<file path="src/rtl/pmc_pkg.sv">
// Package: shared state encoding and control register bit positions for the
// low-power mode sequencer. Assumes an 8-bit control register.
package pmc_pkg;
    typedef enum logic [2:0] {
        PM_ACTIVE = 3'd0,
        PM_IDLE   = 3'd1,
        PM_QUIET  = 3'd2,
        PM_PDOWN  = 3'd3,
        PM_OSCW   = 3'd4
    } pm_mode_e;

    localparam int REG_W    = 8;
    localparam int B_IDLE   = 0;
    localparam int B_PDOWN  = 1;
    localparam int B_FLAG0  = 2;
    localparam int B_FLAG1  = 3;
    localparam int B_QUIET  = 4;

    typedef struct packed {
        logic quiet;
        logic flag1;
        logic flag0;
        logic pdown;
        logic idle;
    } pcr_t;
endpackage

</file>
<file path="src/rtl/pmc_ctrl_reg.sv">
// Module: control register. It holds the request bits and the two software
// flags, plus the clock mode loaded at reset. Assumes wr_ok is asserted only
// while the core runs, and that the clear pulses come from the mode machine.
module pmc_ctrl_reg
    import pmc_pkg::*;
(
    input  logic             clk,
    input  logic             rst_n,
    input  logic             wr_ok,
    input  logic [REG_W-1:0] wdata,
    input  logic             clr_idle,
    input  logic             clr_pdown,
    input  logic             clr_quiet,
    input  logic [1:0]       cfg_clk_mode,
    output pcr_t             pcr,
    output logic [1:0]       clk_mode,
    output logic [REG_W-1:0] rdata
);
    // Purpose: update the register from software writes and hardware clears.
    always_ff @(posedge clk) begin
        if (!rst_n) begin
            pcr <= '0;
        end else if (wr_ok) begin
            pcr.idle  <= wdata[B_IDLE];
            pcr.pdown <= wdata[B_PDOWN];
            pcr.flag0 <= wdata[B_FLAG0];
            pcr.flag1 <= wdata[B_FLAG1];
            pcr.quiet <= wdata[B_QUIET];
        end else begin
            if (clr_idle)  pcr.idle  <= 1'b0;
            if (clr_pdown) pcr.pdown <= 1'b0;
            if (clr_quiet) pcr.quiet <= 1'b0;
        end
    end

    // Purpose: latch the clock mode chosen by configuration at reset only.
    always_ff @(posedge clk) begin
        if (!rst_n) clk_mode <= cfg_clk_mode;
    end

    // Purpose: assemble the read view with unused bits at zero.
    always_comb begin
        rdata          = '0;
        rdata[B_IDLE]  = pcr.idle;
        rdata[B_PDOWN] = pcr.pdown;
        rdata[B_FLAG0] = pcr.flag0;
        rdata[B_FLAG1] = pcr.flag1;
        rdata[B_QUIET] = pcr.quiet;
    end
endmodule

</file>
<file path="src/rtl/pmc_stab_timer.sv">
// Module: oscillator stabilization timer. It counts edges while run is high
// and flags the last edge of the interval. Assumes STAB_CYC >= 2.
module pmc_stab_timer #(
    parameter int STAB_CYC = 1024
) (
    input  logic clk,
    input  logic rst_n,
    input  logic run,
    output logic done
);
    localparam int CW = $clog2(STAB_CYC);
    localparam logic [CW-1:0] LAST = CW'(STAB_CYC - 1);

    logic [CW-1:0] cnt;

    // Purpose: advance while running, restart from zero otherwise.
    always_ff @(posedge clk) begin
        if (!rst_n || !run) cnt <= '0;
        else if (cnt != LAST) cnt <= cnt + 1'b1;
    end

    assign done = run && (cnt == LAST);
endmodule

</file>
<file path="src/rtl/pmc_mode_fsm.sv">
// Module: mode state machine. It picks the low-power state from the register
// write and handles each state's exit rule. Power-down has priority over
// idle, and idle over quiet. Assumes wr_ok only in the active state.
module pmc_mode_fsm
    import pmc_pkg::*;
#(
    parameter int STAB_CYC = 1024
) (
    input  logic     clk,
    input  logic     rst_n,
    input  logic     wr_ok,
    input  logic     req_idle,
    input  logic     req_pdown,
    input  logic     req_quiet,
    input  logic     irq_pend,
    input  logic     ext_wake,
    output pm_mode_e mode,
    output logic     clr_idle,
    output logic     clr_pdown,
    output logic     clr_quiet
);
    pm_mode_e nxt;
    logic     stab_done;

    pmc_stab_timer #(.STAB_CYC(STAB_CYC)) u_timer (
        .clk   (clk),
        .rst_n (rst_n),
        .run   (mode == PM_OSCW && ext_wake),
        .done  (stab_done)
    );

    // Purpose: compute the next state and the hardware clear pulses.
    always_comb begin
        nxt       = mode;
        clr_idle  = 1'b0;
        clr_pdown = 1'b0;
        clr_quiet = 1'b0;
        unique case (mode)
            PM_ACTIVE: begin
                if (wr_ok) begin
                    if (req_pdown)      nxt = PM_PDOWN;
                    else if (req_idle)  nxt = PM_IDLE;
                    else if (req_quiet) nxt = PM_QUIET;
                end
            end
            PM_IDLE: begin
                if (irq_pend) begin
                    nxt      = PM_ACTIVE;
                    clr_idle = 1'b1;
                end
            end
            PM_QUIET: begin
                if (irq_pend) begin
                    nxt       = PM_ACTIVE;
                    clr_quiet = 1'b1;
                end
            end
            PM_PDOWN: begin
                if (ext_wake) nxt = PM_OSCW;
            end
            PM_OSCW: begin
                if (!ext_wake) begin
                    nxt = PM_PDOWN;
                end else if (stab_done) begin
                    nxt       = PM_ACTIVE;
                    clr_pdown = 1'b1;
                    clr_idle  = 1'b1;
                    clr_quiet = 1'b1;
                end
            end
            default: nxt = PM_ACTIVE;
        endcase
    end

    // Purpose: hold the state; reset always lands in active.
    always_ff @(posedge clk) begin
        if (!rst_n) mode <= PM_ACTIVE;
        else        mode <= nxt;
    end
endmodule

</file>
<file path="src/rtl/pmc_clk_gate.sv">
// Module: clock enables and pin holding. It decodes the state into the four
// enables, forces the bus strobes high and freezes the ports while the CPU
// is stopped. Assumes port_in is valid on active edges.
module pmc_clk_gate
    import pmc_pkg::*;
#(
    parameter int PORT_W = 8
) (
    input  logic              clk,
    input  logic              rst_n,
    input  pm_mode_e          mode,
    input  logic              ale_in,
    input  logic              psen_in,
    input  logic [PORT_W-1:0] port_in,
    output logic              cpu_clk_en,
    output logic              per_clk_en,
    output logic              adc_clk_en,
    output logic              osc_en,
    output logic              ale_out,
    output logic              psen_out,
    output logic [PORT_W-1:0] port_out
);
    logic [PORT_W-1:0] port_hold;

    // Purpose: map the state to the clock and oscillator enables.
    always_comb begin
        cpu_clk_en = (mode == PM_ACTIVE);
        per_clk_en = (mode == PM_ACTIVE) || (mode == PM_IDLE);
        adc_clk_en = per_clk_en || (mode == PM_QUIET);
        osc_en     = (mode != PM_PDOWN);
    end

    // Purpose: track the port values on every edge while the CPU runs.
    always_ff @(posedge clk) begin
        if (!rst_n)          port_hold <= '0;
        else if (cpu_clk_en) port_hold <= port_in;
    end

    // Purpose: pass or hold the pins depending on whether the CPU runs.
    always_comb begin
        ale_out  = cpu_clk_en ? ale_in  : 1'b1;
        psen_out = cpu_clk_en ? psen_in : 1'b1;
        port_out = cpu_clk_en ? port_in : port_hold;
    end
endmodule

</file>
<file path="src/rtl/pwr_mode_ctl.sv">
// Module: top of the low-power mode sequencer. It joins the control
// register, the mode machine and the gating. The clock is the oscillator
// and is modelled as running even in power-down, so the timer can count.
module pwr_mode_ctl
    import pmc_pkg::*;
#(
    parameter int STAB_CYC = 1024,
    parameter int NUM_EXT  = 2,
    parameter int PORT_W   = 8
) (
    input  logic               clk,
    input  logic               rst_n,
    input  logic               reg_wr,
    input  logic [7:0]         reg_wdata,
    output logic [7:0]         reg_rdata,
    input  logic               irq_pend,
    input  logic [NUM_EXT-1:0] ext_int_n,
    input  logic [NUM_EXT-1:0] ext_int_en,
    input  logic [1:0]         cfg_clk_mode,
    output logic [1:0]         clk_mode,
    output logic [2:0]         mode_o,
    output logic               cpu_clk_en,
    output logic               per_clk_en,
    output logic               adc_clk_en,
    output logic               osc_en,
    input  logic               ale_in,
    input  logic               psen_in,
    output logic               ale_out,
    output logic               psen_out,
    input  logic [PORT_W-1:0]  port_in,
    output logic [PORT_W-1:0]  port_out
);
    pm_mode_e mode;
    pcr_t     pcr;
    logic     wr_ok, ext_wake;
    logic     clr_idle, clr_pdown, clr_quiet;

    // Purpose: qualify writes and fold the enabled low-level pins together.
    assign wr_ok    = reg_wr && (mode == PM_ACTIVE);
    assign ext_wake = |(~ext_int_n & ext_int_en);
    assign mode_o   = mode;

    pmc_ctrl_reg u_reg (
        .clk          (clk),
        .rst_n        (rst_n),
        .wr_ok        (wr_ok),
        .wdata        (reg_wdata),
        .clr_idle     (clr_idle),
        .clr_pdown    (clr_pdown),
        .clr_quiet    (clr_quiet),
        .cfg_clk_mode (cfg_clk_mode),
        .pcr          (pcr),
        .clk_mode     (clk_mode),
        .rdata        (reg_rdata)
    );

    pmc_mode_fsm #(.STAB_CYC(STAB_CYC)) u_fsm (
        .clk       (clk),
        .rst_n     (rst_n),
        .wr_ok     (wr_ok),
        .req_idle  (reg_wdata[B_IDLE]),
        .req_pdown (reg_wdata[B_PDOWN]),
        .req_quiet (reg_wdata[B_QUIET]),
        .irq_pend  (irq_pend),
        .ext_wake  (ext_wake),
        .mode      (mode),
        .clr_idle  (clr_idle),
        .clr_pdown (clr_pdown),
        .clr_quiet (clr_quiet)
    );

    pmc_clk_gate #(.PORT_W(PORT_W)) u_gate (
        .clk        (clk),
        .rst_n      (rst_n),
        .mode       (mode),
        .ale_in     (ale_in),
        .psen_in    (psen_in),
        .port_in    (port_in),
        .cpu_clk_en (cpu_clk_en),
        .per_clk_en (per_clk_en),
        .adc_clk_en (adc_clk_en),
        .osc_en     (osc_en),
        .ale_out    (ale_out),
        .psen_out   (psen_out),
        .port_out   (port_out)
    );
endmodule

</file>
<file path="config.mk">
export PLATFORM = sky130hd
export DESIGN_NAME = pwr_mode_ctl
export DESIGN_NICKNAME = d
export VERILOG_FILES = /design/src/rtl/pmc_pkg.sv /design/src/rtl/pmc_ctrl_reg.sv /design/src/rtl/pmc_stab_timer.sv /design/src/rtl/pmc_mode_fsm.sv /design/src/rtl/pmc_clk_gate.sv /design/src/rtl/pwr_mode_ctl.sv
export SDC_FILE = /design/constraint.sdc
export NUM_CORES = 1
export LEC_CHECK = 0
export BUFFER_PORTS_ARGS = -buffer_cell sky130_fd_sc_hd__buf_2
export CAP_MARGIN = 20
export CELL_PAD_IN_SITES_DETAIL_PLACEMENT = 1
export CELL_PAD_IN_SITES_GLOBAL_PLACEMENT = 1
export CORE_ASPECT_RATIO = 0.75
export CORE_MARGIN = 5
export CORE_UTILIZATION = 36
export CTS_BUF_LIST = sky130_fd_sc_hd__clkbuf_16
export CTS_CLUSTER_DIAMETER = 40
export CTS_CLUSTER_SIZE = 25
export DETAILED_ROUTE_END_ITERATION = 10
export MAX_ROUTING_LAYER = met4
export PLACE_DENSITY = 0.85
export SLEW_MARGIN = 20
export SYNTH_ARGS = -nofsm -noshare
export SYNTH_HDL_FRONTEND = slang
export SYNTH_HIERARCHICAL = 1
export SYNTH_SLANG_ARGS = --single-unit
</file>
<file path="constraint.sdc">
create_clock -name clk -period 2.3 [get_ports clk]
set_input_delay 0.345 -clock clk [delete_from_list [all_inputs] [get_ports clk]]
set_output_delay 0.345 -clock clk [all_outputs]
set_load 0.05 [all_outputs]
</file>
# [After elaboration in Yosys (flattened, before gate mapping)]
# Cells that the tools add are included.
# Widths: inputs -> output; s select.
[op_classes] add_sub_neg=1 eq_ne=12 n_mux=23 bitwise=2 n_reduce_logical=15
[op_table] operator="$mux 3" n=8
[op_table] operator="$pmux 3 s4" n=1
[op_table] operator="$add 10x1->10 const B" n=1
[op_table] operator="$eq 10x10->1 const B" n=1
[op_table] operator="$mux 1" n=10
[op_table] operator="$ne 10x10->1 const B" n=1
[op_table] operator="$mux 8" n=1
[op_table] operator="$eq 3x2->1 const B" n=2
[op_table] operator="$reduce_bool 2->1" n=3
[op_table] operator="$reduce_and 5->1" n=1
[op_table] operator="$ne 2x1->1 const B" n=2
[op_table] operator="$ne 4x4->1 const B" n=1
[op_table] operator="$pmux 1 s2" n=2
[op_table] operator="$reduce_or 2->1" n=2
[op_table] operator="$eq 3x1->1 const B" n=1
[op_table] operator="$eq 3x3->1 const B" n=1
[op_table] operator="$logic_and 1x1->1" n=3
[op_table] operator="$logic_not 3->1" n=1
[op_table] operator="$logic_or 1x1->1" n=3
[op_table] operator="$ne 3x2->1 const B" n=1
[op_table] operator="$ne 3x3->1 const B" n=1
[op_table] operator="$and 2x2->2" n=1
[op_table] operator="$logic_not 1->1" n=2
[op_table] operator="$mux 2" n=1
[op_table] operator="2 further kinds" n=2
[word_totals] regBits=28 inputBits=28

# [Logic depth before layout (Yosys ltp)]
[depth] depth_word=10 depth_mapped=9

# [Hierarchy]
# The synthesis kept the hierarchy.
[modules_own_cells] mod="pmc_stab_timer" instances=1 cells_each=53 area_each_um2=496.7
[modules_own_cells] mod="pmc_clk_gate" instances=1 cells_each=49 area_each_um2=456.7
[modules_own_cells] mod="pmc_ctrl_reg" instances=1 cells_each=31 area_each_um2=319.1
[modules_own_cells] mod="pmc_mode_fsm" instances=1 cells_each=29 area_each_um2=226.5
[modules_own_cells] mod="pwr_mode_ctl" instances=1 cells_each=4 area_each_um2=28.8

# [Worst setup path before layout]
# No wires, ideal clock.
[synth_path] path_kind="reg2reg" start="register u_fsm.mode[0]" end="register, netlist name u_reg/pcr[0]" setup_time_ns=0.070 t_arrival_ns=2.150 path_slack_ns=0.081 stages_incl_launch_ff=9 n_path_buf=0 synth_period_minus_slack_ns=2.219 cell_sequence="dfxtp_1 -> nor2_2 -> and3_1 -> and2_2 -> nand3_1 -> a2bb2oi_1 -> nor2_1 -> or3b_1 -> a21oi_1"
[synth_between] elab_chain_cells=7 elab_cells_between_ends=11
[synth_lines] element="start, declared" line_no="pmc_mode_fsm.sv:17" rtl="output pm_mode_e mode,"
[synth_lines] element="start signal, assigned" line_no="pmc_mode_fsm.sv:78" rtl="else mode <= nxt;"
[synth_lines] element="$eq 3x3->1" line_no="pmc_mode_fsm.sv:28" rtl=".run (mode == PM_OSCW && ext_wake),"
[synth_lines] element="$logic_and 1x1->1" line_no="pmc_mode_fsm.sv:28"
[synth_lines] element="$logic_and 1x1->1" line_no="pmc_stab_timer.sv:22" rtl="assign done = run && (cnt == LAST);"
[synth_lines] element="via u_fsm.stab_done" line_no="pmc_mode_fsm.sv:23" rtl="logic stab_done;"
[synth_lines] element="$mux 1" line_no="pmc_mode_fsm.sv:64" rtl="end else if (stab_done) begin"
[synth_lines] element="$mux 1" line_no="pmc_mode_fsm.sv:62" rtl="if (!ext_wake) begin"
[synth_lines] element="$pmux 1 s2" line_no="pmc_mode_fsm.sv:38" rtl="unique case (mode)"
[synth_lines] element="via clr_idle" line_no="pwr_mode_ctl.sv:36" rtl="logic clr_idle, clr_pdown, clr_quiet;"
[synth_lines] element="$reduce_bool 2->1 (no source line)"
# The timed path passes the listed nets, and every way through them passes these cells.
# A chain may end at the register's enable or synchronous reset.

# [Worst setup path in the final report]
[layout_path] start="register u_fsm.mode[1]" end="output port_out[2]"
[layout_between] elab_chain_cells=2
[layout_lines] element="$logic_not 3->1" line_no="pmc_clk_gate.sv:27" rtl="cpu_clk_en = (mode == PM_ACTIVE);"
[layout_lines] element="$mux 8" line_no="pmc_clk_gate.sv:43" rtl="port_out = cpu_clk_en ? port_in : port_hold;"
[layout_lines] element="end, declared" line_no="pwr_mode_ctl.sv:31" rtl="output logic [PORT_W-1:0] port_out"
# Every way passes these cells.

==> summary.txt <==
Die
  – I/O pin count: between 50 and 60
  – Die width: approximately 85 µm
  – Die area: roughly 5700 µm²
  – Floorplan row count: 20
  – Die Y: around 66 µm
  – Starting Density: 37.5%
  – Placeable Area: 4080 µm²

Timing
  – Final setup vio count: 0
  – Worst-Margin Slew: around 0.5 ns
  – Worst slew margin: roughly 66%
  – Tmin final: about 2.2 ns
  – Max-slew violations: 0
  – Max Fclk: approximately 460 MHz
  – Hold Vio Cnt, Final: 0
  – Period utilization: ~94%
  – Max Clock Skew: 0.00299 ns
  – Unrepaired setup endpoints after global routing: false
  – Fin Setup TNS: 0 ns

Run status
  – Run status: completed

Worst setup path
  – Worst r2r dst: u_reg/pcr[4]$_SDFFE_PN0P_
  – Flop2flop setup slack: approximately 0.23 ns
  – CP startpoint: u_fsm/mode[1]$_SDFFE_PN0P_
  – Reg2reg start: u_fsm/u_timer/cnt[0]$_SDFFE_PP0P_
  – CP Data Required Time: a little under 2 ns
  – CP endpoint kind: output port
  – Worst setup path endpoint: port_out[2]
  – Startpoint Class: flip-flop
  – Reg2Reg Depth: 9
  – CP Max Fanout: 19
  – CP arrival: 1.81 ns
  – CP Class: reg2out

Place
  – RePlAce Congestion: 0.778
  – DP HPWL: about 2800 µm
  – # port buffers: 48

Synthesis
  – Post-synth ARST share: 0%
  – Netlist cell types: 44
  – Top cell type's share of synthesized area: about a third
  – Post-synth top area cell: dfxtp_1
  – Cell Area, Synth: about 1500 µm²
  – Synth top area cells: dfxtp_1, mux2i_1, nand2_1
  – Post-synth EDFFs: 2
  – #FFs+latches synth: 28
  – Warnings, synthesis: 6
  – Post-Syn Instances: 166
  – Top FF cell, synth: dfxtp_1
  – Syn_area_per_cell: between 9 and 10 µm²
  – Seq/Total Area, Yosys: a little under two fifths

Drt
  – Total Routed Length: 3640 µm
  – Via density: about 5
  – ANT nets after route: 0
  – DRT iter0 DRCs: 36
  – Detailed-route via count: 1316
  – Residual DRC count: 0
  – Post-DR wirelength/cell: 13.6 µm
  – Drt first pass iters: 4

CTS
  – CTS tree: built
  – CTS Buf Count: 3
  – # hold bufs at CTS: 0
  – Clk buf depth: 2
  – CTS root buf: clkbuf_16
  – Clock Pin Slew Worst Setup and Hold Paths: ~0.070 ns
  – CTS sink cnt: 28
  – Worst skew pair latency: 0.26 ns
  – Max H-tree Level: 1

Pwr
  – Power Total: 1.39 mW
  – Switching fraction of total power: between 30% and 40%
  – Sequential share of power: 39.1%
  – Pwr/cell area: ~740 nW/µm²
  – Net load switching power: 0.492 mW
  – Internal power: between 0.9 and 1 mW
  – Share of power burned in the clock network: between 20% and 30%
  – VDD IR-drop max: about 300 µV
  – Combinational fraction of design power: around 33%
  – Pleak: 0.881 nW

Min path
  – Hold WC Path Type: in2reg

Cells and area
  – Fillers: between 500 and 600
  – Layout area overhead: 22.6%
  – Share of cells above drive strength 1: between 30% and 40%
  – Ant diodes: 0
  – Final nets: 243

Run
  – Max cap viols: 0

GRT
  – GR Util All Layers: 14.0%
  – Gr ovfl total: 0
  – Largest net degree at the start of global routing: 25
  – Vias in the first global route: 1356
  – First-pass GRT wire length: 6310 µm
  – Initial antenna violation count: 0
[cells by family (layout without fill, tap and decap cells)]
| group | after synthesis | count (layout) | synth area share (%) |
|---|---|---|---|
| buf+inv | 17 | 62 | 7.21 |
| compound gates | 24 | 24 | 10.8 |
| fa+ha+maj | 1 | 1 | 0.819 |
| flops | 28 | 28 | 38.0 |
| simple gates | 72 | 72 | 27.4 |
| other cells | 1 | 3 | 0.245 |
| mux | 21 | 21 | 14.4 |
| xor+xnor | 2 | 2 | 1.15 |
[area by class of cell]
class,instances,area (µm²),area share (%)
clock buffer,3,75.1,4.01
tap,55,68.8,3.67
multi-input combinational,123,845,45.1
sequential,28,581,31.0
timing repair buffer,53,282,15.0
clock inverter,1,3.75,0.200
inverter,5,18.8,1.00
[worst min path at each step]
stage                                   start                              to  slack, ns  cells past startpoint
2_1_floorplan  u_gate/port_hold[0]$_SDFF_PN0_  u_gate/port_hold[0]$_SDFF_PN0_       0.43                      2
3_3_place_gp   u_gate/port_hold[2]$_SDFF_PN0_  u_gate/port_hold[2]$_SDFF_PN0_       0.44                      2
3_5_place_dp   u_gate/port_hold[1]$_SDFF_PN0_  u_gate/port_hold[1]$_SDFF_PN0_       0.45                      2
4_1_cts                       cfg_clk_mode[1]     u_reg/clk_mode[1]$_DFFE_PN_       0.25                      1
5_1_grt                       cfg_clk_mode[1]     u_reg/clk_mode[1]$_DFFE_PN_       0.25                      1
6_report                      cfg_clk_mode[1]     u_reg/clk_mode[1]$_DFFE_PN_       0.26                      1
[timing repair]
| action | 4_1_cts | 5_1_grt |
|---|---|---|
| setup buffers | 0 | 0 |
| endpoints found under the setup margin | 0 | 1 |
| resized for setup | 0 | 1 |
[registers in the layout (all words and copies together) (netlist names)]
name               count
u_fsm/mode             3
u_fsm/u_timer/cnt     10
u_gate/port_hold       8
u_reg/clk_mode         2
u_reg/pcr              5
[worst max-delay path, stage by stage, from the launching register on]
cell	delay, ns
dfxtp_1	0.39
buf_4	0.19
nor3_4	0.16
buf_6	0.23
mux2_2	0.36
buf_2	0.21
[Yosys cell counts (all sizes together) (5+ instances only)]
| library cell | instances |
|---|---|
| mux2i | 13 |
| mux2 | 8 |
| buf | 11 |
| a21oi | 8 |
| dfxtp | 26 |
| nand2 | 25 |
| nor2 | 13 |
| nor3 | 7 |
| inv | 5 |
| nand3 | 6 |
[stage by stage]
step	hold slack, ns	setup slack [ns]	area, µm²	utilization [%]	instances
2_1_floorplan	0.432	0.0805	1540	-	168
3_3_place_gp	0.441	0.310	1790	43.9	264
3_5_place_dp	0.448	0.226	1790	43.9	264
4_1_cts	0.254	0.0754	1870	45.8	268
5_1_grt	0.254	0.0612	1870	45.9	268
6_report	0.257	0.148	1870	45.9	268
[placed cells by master, fill, tap and decap left out, types with 3 or more instances in the layout]
cell        n
buf_4       4
clkbuf_16   3
mux2i_1    13
inv_1       5
buf_2      48
mux2_2      8
and2b_1     3
or3b_1      3
nor2_1     12
dfxtp_1    26
nand2_1    25
nand3_1     6
conb_1      3
nor3_1      5
a21oi_1     8
[per-layer routing]
metal	up-vias	wire length (µm)	global-route usage, %
li1	666	-	-
met1	611	1730	17.6
met2	37	1630	22.5
met3	2	233	3.61
met4	0	36	3.56
met5	-	0	-
[power groups by stage]
stage          clock, mW  combinational [mW]  sequential (mW)
6_report           0.391               0.459            0.545
5_1_grt            0.425               0.489            0.550
4_1_cts            0.406               0.460            0.546
3_5_place_dp           0               0.458            0.557
3_3_place_gp           0               0.452            0.556
2_1_floorplan          0               0.343            0.582
Note: power is estimated with default switching activity, not from simulation.
